`src/rtl/bag_pkg.sv`:
```
package bag_pkg;
  typedef enum logic [1:0] {
    OP_HOLD = 2'd0,
    OP_LOAD = 2'd1,
    OP_STOP = 2'd2,
    OP_ADV  = 2'd3
  } bag_op_e;
endpackage

```
`src/rtl/bag_decode.sv`:
```
module bag_decode
  import bag_pkg::*;
(
  input  logic    clk_en,
  input  logic    load_n,
  input  logic    sel_ok,
  output bag_op_e op
);
  always_comb begin
    if (!clk_en)     op = OP_HOLD;
    else if (load_n) op = OP_ADV;
    else if (sel_ok) op = OP_LOAD;
    else             op = OP_STOP;
  end
endmodule

```
`src/rtl/bag_counter.sv`:
```
module bag_counter
  import bag_pkg::*;
#(
  parameter int OFS_W = 2
) (
  input  logic             clk,
  input  logic             rst,
  input  bag_op_e          op,
  output logic [OFS_W-1:0] step_nxt,
  output logic             act_q
);
  logic [OFS_W-1:0] step_q;
  logic             act_nxt;

  always_comb begin
    step_nxt = step_q;
    act_nxt  = act_q;
    case (op)
      OP_LOAD: begin
        step_nxt = '0;
        act_nxt  = 1'b1;
      end
      OP_STOP: act_nxt = 1'b0;
      OP_ADV:  step_nxt = act_q ? step_q + 1'b1 : '0;
      default: ;
    endcase
  end

  always_ff @(posedge clk) begin
    if (rst) begin
      step_q <= '0;
      act_q  <= 1'b0;
    end else begin
      step_q <= step_nxt;
      act_q  <= act_nxt;
    end
  end
endmodule

```
`src/rtl/bag_order.sv`:
```
module bag_order #(
  parameter int OFS_W = 2
) (
  input  logic             il,
  input  logic [OFS_W-1:0] start,
  input  logic [OFS_W-1:0] step,
  output logic [OFS_W-1:0] low
);
  logic [OFS_W-1:0] seq_low;
  logic [OFS_W-1:0] xor_low;

  assign seq_low = start + step;
  assign xor_low = start ^ step;
  assign low     = il ? xor_low : seq_low;
endmodule

```
`src/rtl/burst_addr_gen.sv`:
```
module burst_addr_gen
  import bag_pkg::*;
#(
  parameter int ADDR_W = 17,
  parameter int OFS_W  = 2
) (
  input  logic              clk,
  input  logic              rst,
  input  logic              clk_en,
  input  logic              load_n,
  input  logic              sel_ok,
  input  logic              order_il,
  input  logic [ADDR_W-1:0] ext_addr,
  output logic [ADDR_W-1:0] cur_addr,
  output logic              burst_act
);
  localparam int HI_W = ADDR_W - OFS_W;

  bag_op_e          op;
  logic [OFS_W-1:0] step_nxt;
  logic [ADDR_W-1:0] base_q;
  logic [ADDR_W-1:0] base_src;
  logic [OFS_W-1:0] low_nxt;

  bag_decode u_dec (
    .clk_en (clk_en),
    .load_n (load_n),
    .sel_ok (sel_ok),
    .op     (op)
  );

  bag_counter #(.OFS_W(OFS_W)) u_cnt (
    .clk      (clk),
    .rst      (rst),
    .op       (op),
    .step_nxt (step_nxt),
    .act_q    (burst_act)
  );

  assign base_src = (op == OP_LOAD) ? ext_addr : base_q;

  bag_order #(.OFS_W(OFS_W)) u_ord (
    .il    (order_il),
    .start (base_src[OFS_W-1:0]),
    .step  (step_nxt),
    .low   (low_nxt)
  );

  always_ff @(posedge clk) begin
    if (rst) begin
      base_q   <= '0;
      cur_addr <= '0;
    end else begin
      if (op == OP_LOAD) base_q <= ext_addr;
      if (op == OP_LOAD || op == OP_ADV)
        cur_addr <= {base_src[ADDR_W-1 -: HI_W], low_nxt};
    end
  end
endmodule

```
`config.mk`:
```
export PLATFORM = sky130hd
export DESIGN_NAME = burst_addr_gen
export DESIGN_NICKNAME = d
export VERILOG_FILES = /design/src/rtl/bag_pkg.sv /design/src/rtl/bag_decode.sv /design/src/rtl/bag_counter.sv /design/src/rtl/bag_order.sv /design/src/rtl/burst_addr_gen.sv
export SDC_FILE = /design/constraint.sdc
export NUM_CORES = 1
export LEC_CHECK = 0
export BUFFER_PORTS_ARGS = -buffer_cell sky130_fd_sc_hd__buf_2
export CAP_MARGIN = 0
export CORE_UTILIZATION = 50
export DETAILED_ROUTE_END_ITERATION = 10
export PLACE_DENSITY = 0.83
export SYNTH_ARGS = -nofsm -noshare
export SYNTH_HDL_FRONTEND = slang
export SYNTH_SLANG_ARGS = --single-unit
```
`constraint.sdc`:
```
create_clock -name clk -period 2.7 [get_ports clk]
set_input_delay 0.405 -clock clk [delete_from_list [all_inputs] [get_ports clk]]
set_output_delay 0.405 -clock clk [all_outputs]
set_load 0.01 [all_outputs]
```
==> results of run 1 <==
==> final timing paths <==
check / from / end / slack (ns) / cells past startpoint
max reg2reg: u_cnt.act_q$_SDFFE_PP0P_ / cur_addr[1]$_SDFFE_PP0N_ / 1.14 / 8
min reg2reg: cur_addr[0]$_SDFFE_PP0N_ / cur_addr[0]$_SDFFE_PP0N_ / 0.47 / 2
min: ext_addr[8] / base_q[8]$_SDFF_PP0_ / 0.33 / 3
max: load_n / cur_addr[1]$_SDFFE_PP0N_ / 0.53 / 10
==> through the flow <==
step	hold WS (ns)	setup slack (ns)	total power [mW]
floorplan	0.456	0.227	0.698
global placement	0.461	0.304	0.740
detailed placement	0.455	0.192	0.750
CTS	0.320	0.561	1.21
global route	0.328	0.389	1.25
finish	0.326	0.530	1.20
==> kinds of logic (layout without fill, tap and decap cells) <==
logic type      Yosys count  in the layout
simple gates             44             44
flops                    37             37
compound gates           23             23
mux                      17             17
buf+inv                  12             53
fa+ha+maj                 4              4
xor+xnor                  3              3
==> Yosys cell counts <==
master	n	share of area [%]
xnor2_1	3	1.9
nor2_1	36	9.7
inv_1	2	0.54
buf_6	1	0.81
nor4b_1	1	0.63
a21oi_1	3	1.1
o21ai_1	1	0.36
a21o_1	1	0.54
nor3_1	1	0.36
mux2_1	1	0.81
o21ai_0	1	0.36
o21ai_2	1	0.63
a211oi_2	1	0.90
dfxtp_1	37	53
buf_2	2	0.72
buf_4	1	0.54
nand2_1	3	0.81
mux2i_1	16	12
clkbuf_1	5	1.3
inv_2	1	0.27
nor2b_1	3	1.3
ha_1	4	3.6
a211oi_1	15	8.1
==> cell type report <==
type / instances / area (um^2) / share of cell area, %
clock inverters: 3 / 65.1 / 3.83
repair buffers: 42 / 215 / 12.7
multi-input cells: 91 / 593 / 34.9
inverters: 3 / 11.3 / 0.662
flip-flops and latches: 37 / 741 / 43.6
well taps: 30 / 37.5 / 2.21
clock buffers: 5 / 37.5 / 2.21
==> power breakdown <==
group | internal [mW] | switching (mW)
Combinational | 0.0620 | 0.0813
Clock | 0.287 | 0.175
Sequential | 0.579 | 0.0136
==> tightest hold or removal path: stages <==
cell     delay [ns]
buf_2          0.08
mux2i_1        0.07
nor2_1         0.08
==> state kept, by name, indices dropped and copies added, names as in the netlist <==
register,flops
cur_addr,17
base_q,17
u_cnt.step_q,2
u_cnt.act_q,1
==> layer usage <==
| layer | GRT usage, % | vias to the layer above | wire, um |
|---|---|---|---|
| met5 | 0 | - | 0 |
| met4 | 6.41 | 0 | 28 |
| met3 | 7.50 | 5 | 129 |
| met2 | 35.5 | 25 | 1370 |
| met1 | 23.6 | 487 | 1160 |
| li1 | - | 554 | - |
==> impl_metrics.json, run 1 <==
{
  "crit_path_end_kind": "flip-flop",
  "num_antenna_cells": 0,
  "peakVddDrop_uv": 571,
  "grt_util_all_layers_pct": 20.7,
  "drt_iter0_markers": 10,
  "grt_max_degree": 38,
  "slowest_delay_ns": 0.34,
  "max_cap_violations": 0,
  "p_leak_nw": 0.773,
  "skew_ns": 0.00551,
  "synth-seq-cells": 37,
  "synth_area_um2": 1390,
  "synthToLayoutAreaGrowth_pct": 22.1,
  "wl_per_cell_um": 12.7,
  "clk_latency_ns": 0.33,
  "crit_required_ns": 2.91,
  "fin_util_pct": 66.8,
  "cts.sinks": 37,
  "synth_fp_nets": 167,
  "core_um2": 2540,
  "synth_compound_area_share_pct": 11.9,
  "cts_tree": "yes",
  "fillers": 220,
  "synthSimpleGateAreaFrac_pct": 12.8,
  "fin_nets": 207,
  "relSlewSlack_pct": 58.9,
  "cp_top_family": "adder cells",
  "slowest_stage": "mux2_1",
  "drive_gt1_share_pct": 29.3,
  "io_buffers": 40,
  "die_h_um": 54.8,
  "cts_root_buf": "clkbuf_4",
  "drc": 0,
  "powerDensity_nw_per_um2": 705,
  "dpl.cell_count": 203,
  "firstDrtPassIters": 3,
  "grt_remaining_overflow": 0,
  "yosys_warnings": 0,
  "dpl-instance-area_um2": 1600,
  "min_period_over_period_pct": 80.4,
  "vias_per_cell": 5.08,
  "synth.mux.area_fraction_pct": 12.3,
  "start_util_pct": 54.7,
  "worstMarginPinSlew_ns": 0.617,
  "vias": 1071,
  "antenna_found_initial": 0,
  "fin_cells": 211,
  "cts_setup_buffers": 0,
  "antenna_left": 0,
  "dp_hpwl_um": 1960,
  "rows": 18,
  "slew_violations": 0,
  "seq_area_frac_synth_pct": 53.2,
  "gp_congestion": 0.776,
  "top_level_ports": 41,
  "setup_violations": 0,
  "worst-setup-path-type": "primary input to flip-flop",
  "layout_commonest_cell": "buf_2",
  "final_cell_area_um2": 1700,
  "wl_um": 2680,
  "yosysUniqueCellTypes": 23,
  "final_cell_mix": "40 x buf_2, 37 x dfxtp_1, 36 x nor2_1, 16 x mux2i_1, 15 x a211oi_1",
  "clk_pin_slew_ns": 0.11,
  "grt_pass1_wl_um": 4310,
  "grt_setup_unrepaired": "false",
  "cts_buffers": 5,
  "cts_buffer_depth": 2,
  "period_needed_ns": 2.17,
  "synth_xor_area_share_pct": 1.89,
  "worstPathCellList": "buf_2 -> o21ai_2 -> inv_2 -> ha_1 -> mux2_1 -> ha_1 -> nor2b_1 -> xnor2_1 -> xnor2_1 -> a211oi_2",
  "yosys.area_share.adder_pct": 3.59,
  "synth_area_per_cell_um2": 9.95,
  "synth_top_family_by_area": "simple AND/OR/NAND/NOR gates",
  "setup_tns_ns": 0,
  "dieArea_um2": 3000,
  "status": "finished clean",
  "cts_hold_buf": 0,
  "startpoint_type": "primary input",
  "crit_fanout": 19,
  "die_w_um": 54.8,
  "hold_violations": 0,
  "grt_pass1_vias": 1026,
  "syn_inst": 140,
  "max_freq_mhz": 461,
  "crit_arrival_ns": 2.38,
  "critPathBufInv": 2,
  "hold_class": "primary input to flip-flop",
  "post_cts_resized": 0,
  "cts_max_level": 2
}
Power figures use the tool's default switching activity.
==> inputs of run 2 (changes only) <==
ABC_AREA = 1   (was default)
CORE_UTILIZATION = 45   (was 50)
PLACE_DENSITY = 0.78   (was 0.83)
clock period = 1.85 ns   (was 2.7 ns; I/O delays follow)
==> run 2 against run 1 <==
Net effect:
- largest cell class unchanged
- first-iteration DRC count is 130% higher
- cell count is 20% higher
- synthesized cell count is 15% higher
- setup slack worse by 0.27 ns
- largest power group unchanged
- total power is 28% higher
- sequential power is 47% higher
- worst hold slack worse by 0.12 ns
- sequential share of layout area is 2.8 points lower
- wire length is 4.9% lower
- global-route usage is 3.5 points lower
- via count is 9.0% higher
- clock power is 8.9% lower
==> impl_metrics.json, run 2 <==
{
  "status": "finished clean",
  "skew_ns": 0.00464,
  "hold_class": "primary input to flip-flop",
  "synth-seq-cells": 37,
  "seq_area_um2": 741,
  "worstPathCellList": "buf_2 -> inv_12 -> a21oi_1 -> ha_1 -> nand3_1 -> nand2_1 -> o21ai_0 -> inv_1 -> ha_2 -> nand2_1 -> inv_1 -> nand2_1 -> nand2_1 -> inv_1 -> nand2_1 -> nand3_1 -> nand2_1 -> inv_1",
  "cts_hold_buf": 0,
  "synth_area_per_cell_um2": 9.04,
  "dp_hpwl_um": 1930,
  "cts_buffer_depth": 2,
  "peakVddDrop_uv": 427,
  "synth_fp_nets": 188,
  "startpoint_type": "primary input",
  "rrSetupSlack_ns": 0.41,
  "grt_util_all_layers_pct": 17.2,
  "clk_pin_slew_ns": 0.10,
  "slowest_delay_ns": 0.22,
  "seq_area_frac_synth_pct": 50.9,
  "synth_top_area_share_pct": 50.9,
  "rr_worst_depth": 14,
  "max_cap_violations": 0,
  "num_antenna_cells": 0,
  "wl_um": 2550,
  "wl_per_cell_um": 10.1,
  "powerDensity_nw_per_um2": 846,
  "max_freq_mhz": 630,
  "syn_inst": 161,
  "synthFlopType": "dfxtp_1",
  "drive_gt1_share_pct": 30.6,
  "crit_required_ns": 2.09,
  "crit_start": "load_n",
  "synth_area_um2": 1460,
  "netlist.top_cell.by_area": "dfxtp_1",
  "multi_input_area_um2": 622,
  "antenna_left": 0,
  "fillers": 279,
  "slowest_stage": "a21oi_1",
  "yosysUniqueCellTypes": 17,
  "final_cell_area_um2": 1820,
  "grt_max_degree": 25,
  "synth-edff-count": 0,
  "dpl.cell_count": 246,
  "crit_arrival_ns": 1.83,
  "largestRegisters": "base_q: 17 flops, cur_addr: 17 flops, u_cnt.step_q: 2 flops",
  "grt_setup_unrepaired": "false",
  "clk_latency_ns": 0.33,
  "cts_tree": "yes",
  "synth.area.top_cells": "dfxtp_1 51%, mux2i_1 10%, nor2_1 9.3%",
  "vias": 1167,
  "fin_nets": 236,
  "core_um2": 3050,
  "cts_setup_buffers": 0,
  "grt_pass1_wl_um": 4370,
  "vias_per_cell": 4.61,
  "fin_cells": 253,
  "antenna_found_initial": 0,
  "post_cts_resized": 0,
  "regToRegStartpoint": "u_cnt.step_q[0]$_SDFF_PP0_",
  "setup_violations": 0,
  "cts_buffers": 5,
  "cts_max_level": 2,
  "cts.sinks": 37,
  "hold_violations": 0,
  "fin_total_pwr_mw": 1.54,
  "die_h_um": 58.9,
  "p_leak_nw": 0.861,
  "dieArea_um2": 3470,
  "synth_common_cells": "37 x dfxtp_1, 36 x nor2_1, 20 x nand2_1",
  "yosysMostFrequentCell": "dfxtp_1",
  "grt_pass1_vias": 1054,
  "drc": 0,
  "ys_async_sr_fraction_pct": 0,
  "final_cell_mix": "40 x buf_2, 37 x dfxtp_1, 36 x nor2_1, 19 x nand2_1, 15 x mux2i_1",
  "die_w_um": 58.9,
  "cp_common_cell": "nand2_1",
  "period_needed_ns": 1.59,
  "firstDrtPassIters": 4,
  "min_period_over_period_pct": 85.9,
  "dpl-instance-area_um2": 1760,
  "layout_commonest_cell": "buf_2",
  "synthToLayoutAreaGrowth_pct": 24.9,
  "gp_congestion": 0.783,
  "start_util_pct": 47.7,
  "cts_root_buf": "clkbuf_4",
  "endpoint": "cur_addr[1]$_SDFFE_PP0N_",
  "drt_iter0_markers": 23,
  "worst-setup-path-type": "primary input to flip-flop",
  "crit_fanout": 3,
  "top_level_ports": 41,
  "worstReg2RegEnd": "cur_addr[1]$_SDFFE_PP0N_",
  "io_buffers": 40,
  "rows": 20,
  "grt_remaining_overflow": 0,
  "yosys_warnings": 0,
  "worstMarginPinSlew_ns": 0.428,
  "slew_violations": 0,
  "relSlewSlack_pct": 71.4,
  "hold_start": "ext_addr[14]",
  "crit_path_end_kind": "flip-flop"
}
==> run 2: cell types whose count changed after synthesis, moves of 2 or more <==
cell	change
nand2_1	+17
inv_1	+10
nand3_1	+6
clkbuf_1	-4
nor2b_1	-3
xnor2_1	-3
a21oi_1	+2
buf_1	+2
buf_6	+2
==> run 2: cells by family after synthesis <==
| family | after synthesis | synth area share (%) |
|---|---|---|
| compound gates | 22 | 11.3 |
| fa+ha+maj | 4 | 3.44 |
| buf+inv | 21 | 7.57 |
| flops | 37 | 50.9 |
| mux | 15 | 10.3 |
| simple gates | 62 | 16.5 |
==> run 2: power by group <==
group,internal (mW),switching (mW)
combinational,0.115,0.134
clock,0.179,0.242
sequential,0.847,0.0213
==> run 2: routing by layer <==
layer  global-route usage, %  wire length [um]  part of all wire, %  vias up
met5                       0                 0                    0        -
met3                    7.25               110                  4.3        7
met4                    7.14                51                  2.0        0
met2                    27.3              1190                   47       22
met1                    20.4              1200                   47      516
li1                        -                 -                    -      622
==> run 2: worst min-delay path by stage <==
stage | to | slack [ns] | cells after the start
6_report | base_q[14]$_SDFF_PP0_ | 0.20 | 3
5_1_grt | base_q[0]$_SDFF_PP0_ | 0.18 | 3
4_1_cts | base_q[0]$_SDFF_PP0_ | 0.19 | 3
3_5_place_dp | cur_addr[0]$_SDFFE_PP0N_ | 0.48 | 2
3_3_place_gp | cur_addr[0]$_SDFFE_PP0N_ | 0.46 | 2
2_1_floorplan | base_q[0]$_SDFF_PP0_ | 0.42 | 2
==> run 2: worst max-delay path: cells and delay by family <==
kind | cells | cell delay [ns]
buffers and inverters | 6 | 0.40
AND/OR/NAND/NOR | 8 | 0.47
adder cells (fa/ha/maj) | 2 | 0.36
AO/OA/AOI/OAI | 2 | 0.32
==> run 2: cell type report <==
cell class                 instances  area share (%)
inverter                          12            3.17
clock buffer                       7            3.03
sequential                        37            40.7
multi-input combinational        103            34.2
tap                               44            3.03
timing repair buffer              50            15.8
==> run 2: per-stage QoR <==
stage                     setup TNS [ns]  util (%)  setup slack (ns)  hold WS, ns
final                                  0      59.5             0.262        0.201
after global routing                   0      59.5            0.0349        0.183
after CTS                              0      59.5             0.251        0.189
after detailed placement          -0.105      57.7            -0.105        0.476
after global placement           -0.0202      57.7           -0.0202        0.463
after floorplan                  -0.0397         -           -0.0397        0.422
==> inputs of run 3 (changes only) <==
PLACE_DENSITY = default   (was 0.78)
PLACE_DENSITY_LB_ADDON = 0.3   (was default)
==> run 3 against run 2 <==
Net effect:
- clock-buffer cell count is the same
- total power is essentially flat
- wire length grew 7.5%
- setup slack lost 0.047 ns
- utilization shrank 0.41 points
- flip-flop and latch count is the same
- critical path depth is the same
- via count grew 1.1%
==> impl_metrics.json, run 3 (synthesized netlist as in run 2, its figures left out) <==
{
  "rr_worst_depth": 14,
  "grt_max_degree": 27,
  "num_antenna_cells": 0,
  "dieArea_um2": 3470,
  "intPower_mw": 1.14,
  "crit_fanout": 3,
  "antenna_found_initial": 0,
  "final_cell_mix": "40 x buf_2, 37 x dfxtp_1, 36 x nor2_1, 19 x nand2_1, 15 x mux2i_1",
  "clk_pin_slew_ns": 0.10,
  "fillers": 299,
  "crit_path_end_kind": "flip-flop",
  "layout_commonest_cell": "buf_2",
  "powerDensity_nw_per_um2": 853,
  "seq_area_um2": 741,
  "multi_input_area_um2": 622,
  "top_level_ports": 41,
  "clk_latency_ns": 0.34,
  "gp_congestion": 0.810,
  "min_to": "base_q[11]$_SDFF_PP0_",
  "grt_util_all_layers_pct": 18.8,
  "synthToLayoutAreaGrowth_pct": 24.1,
  "final_cell_area_um2": 1810,
  "crit_required_ns": 2.10,
  "max_freq_mhz": 612,
  "cts_max_level": 2,
  "skew_ns": 0.00882,
  "relSlewSlack_pct": 81.9,
  "status": "finished clean",
  "cts_buffer_depth": 2,
  "vias": 1180,
  "period_needed_ns": 1.64,
  "max_cap_violations": 0,
  "hold_path_depth": 3,
  "grt_remaining_overflow": 0,
  "worstMarginPinSlew_ns": 0.268,
  "io_buffers": 40,
  "crit_arrival_ns": 1.89,
  "wl_per_cell_um": 10.8,
  "p_sw_mw": 0.400,
  "rows": 20,
  "cts_root_buf": "clkbuf_4",
  "grt_setup_unrepaired": "false",
  "regToRegStartpoint": "u_cnt.step_q[0]$_SDFF_PP0_",
  "cts_tree": "yes",
  "setup_violations": 0,
  "fin_nets": 236,
  "dp_hpwl_um": 2120,
  "rrSetupSlack_ns": 0.38,
  "startpoint_type": "primary input",
  "antenna_left": 0,
  "grt_pass1_vias": 1184,
  "slew_violations": 0,
  "worstReg2RegEnd": "cur_addr[1]$_SDFFE_PP0N_",
  "core_um2": 3050,
  "grt_pass1_wl_um": 4800,
  "drc": 0,
  "worst-setup-path-type": "primary input to flip-flop",
  "start_util_pct": 47.7,
  "cts_buffers": 5,
  "power_frac_seq_pct": 56.3,
  "cts_setup_buffers": 0,
  "largestRegisters": "base_q: 17 flops, cur_addr: 17 flops, u_cnt.step_q: 2 flops",
  "firstDrtPassIters": 4,
  "die_w_um": 58.9,
  "wl_um": 2740,
  "post_cts_resized": 0,
  "die_h_um": 58.9,
  "cts_hold_buf": 0,
  "hold_class": "primary input to flip-flop",
  "vias_per_cell": 4.66,
  "drt_iter0_markers": 42,
  "peakVddDrop_uv": 544,
  "clockPowerShare_pct": 27.4,
  "swShare_pct": 26.0,
  "p_leak_nw": 0.858,
  "combPwrFrac_pct": 16.3,
  "drive_gt1_share_pct": 30.6,
  "hold_start": "ext_addr[11]",
  "min_period_over_period_pct": 88.4,
  "dpl-instance-area_um2": 1750,
  "cts.sinks": 37,
  "hold_violations": 0,
  "fin_util_pct": 59.1
}
## run 3: cell counts in the layout (fill, tap and decap cells not counted)
No cell type changed its count.
## run 3: area by class of cell
class	count	area share (%)
Clock buffer	7	3.05
Tap cell	44	3.05
Multi-Input combinational cell	103	34.4
Sequential cell	37	41.0
Timing Repair Buffer	50	15.2
Inverter	12	3.19
## run 3: worst max-delay path: stages
cell	delay (ns)
buf_2	0.16
inv_12	0.04
a21oi_1	0.22
ha_1	0.21
nand3_1	0.08
nand2_1	0.06
o21ai_0	0.11
inv_1	0.09
ha_2	0.16
nand2_1	0.06
inv_1	0.06
nand2_1	0.05
nand2_1	0.07
inv_1	0.04
nand2_1	0.05
nand3_1	0.06
nand2_1	0.06
inv_1	0.03
## run 3: stage by stage
step           setup slack (ns)  cells  setup TNS, ns  hold WS (ns)  total power, mW
4_1_cts                   0.206    253              0         0.193             1.56
3_5_place_dp             -0.168    246         -0.168         0.459             1.14
5_1_grt                  0.0319    253              0         0.193             1.63
2_1_floorplan           -0.0397    161        -0.0397         0.422             1.05
3_3_place_gp            -0.0124    246        -0.0124         0.453             1.13
6_report                  0.215    253              0         0.203             1.54
## run 3: metal layers
metal	global-route usage, %	up-vias	share of wire [%]
li1	-	620	-
met1	19.6	528	41
met2	33.4	26	51
met3	7.25	6	6.2
met4	8.16	0	1.9
met5	0	-	0
## run 3: how the worst max path moves through the flow
stage,start,to,slack [ns],cells after the start
global placement,load_n,cur_addr[1]$_SDFFE_PP0N_,-0.01,18
global route,load_n,cur_addr[1]$_SDFFE_PP0N_,0.03,18
CTS,load_n,cur_addr[1]$_SDFFE_PP0N_,0.21,18
finish,load_n,cur_addr[1]$_SDFFE_PP0N_,0.21,18
detailed placement,load_n,cur_addr[1]$_SDFFE_PP0N_,-0.17,18
floorplan,load_n,cur_addr[1]$_SDFFE_PP0N_,-0.04,18
## run 3: power by group through the flow
stage               clock (mW)  sequential, mW  combinational, mW
global placement             0           0.885              0.242
detailed placement           0           0.887              0.254
global route             0.469           0.874              0.284
CTS                      0.442           0.868              0.255
floorplan                    0           0.899              0.152
finish                   0.421           0.867              0.250
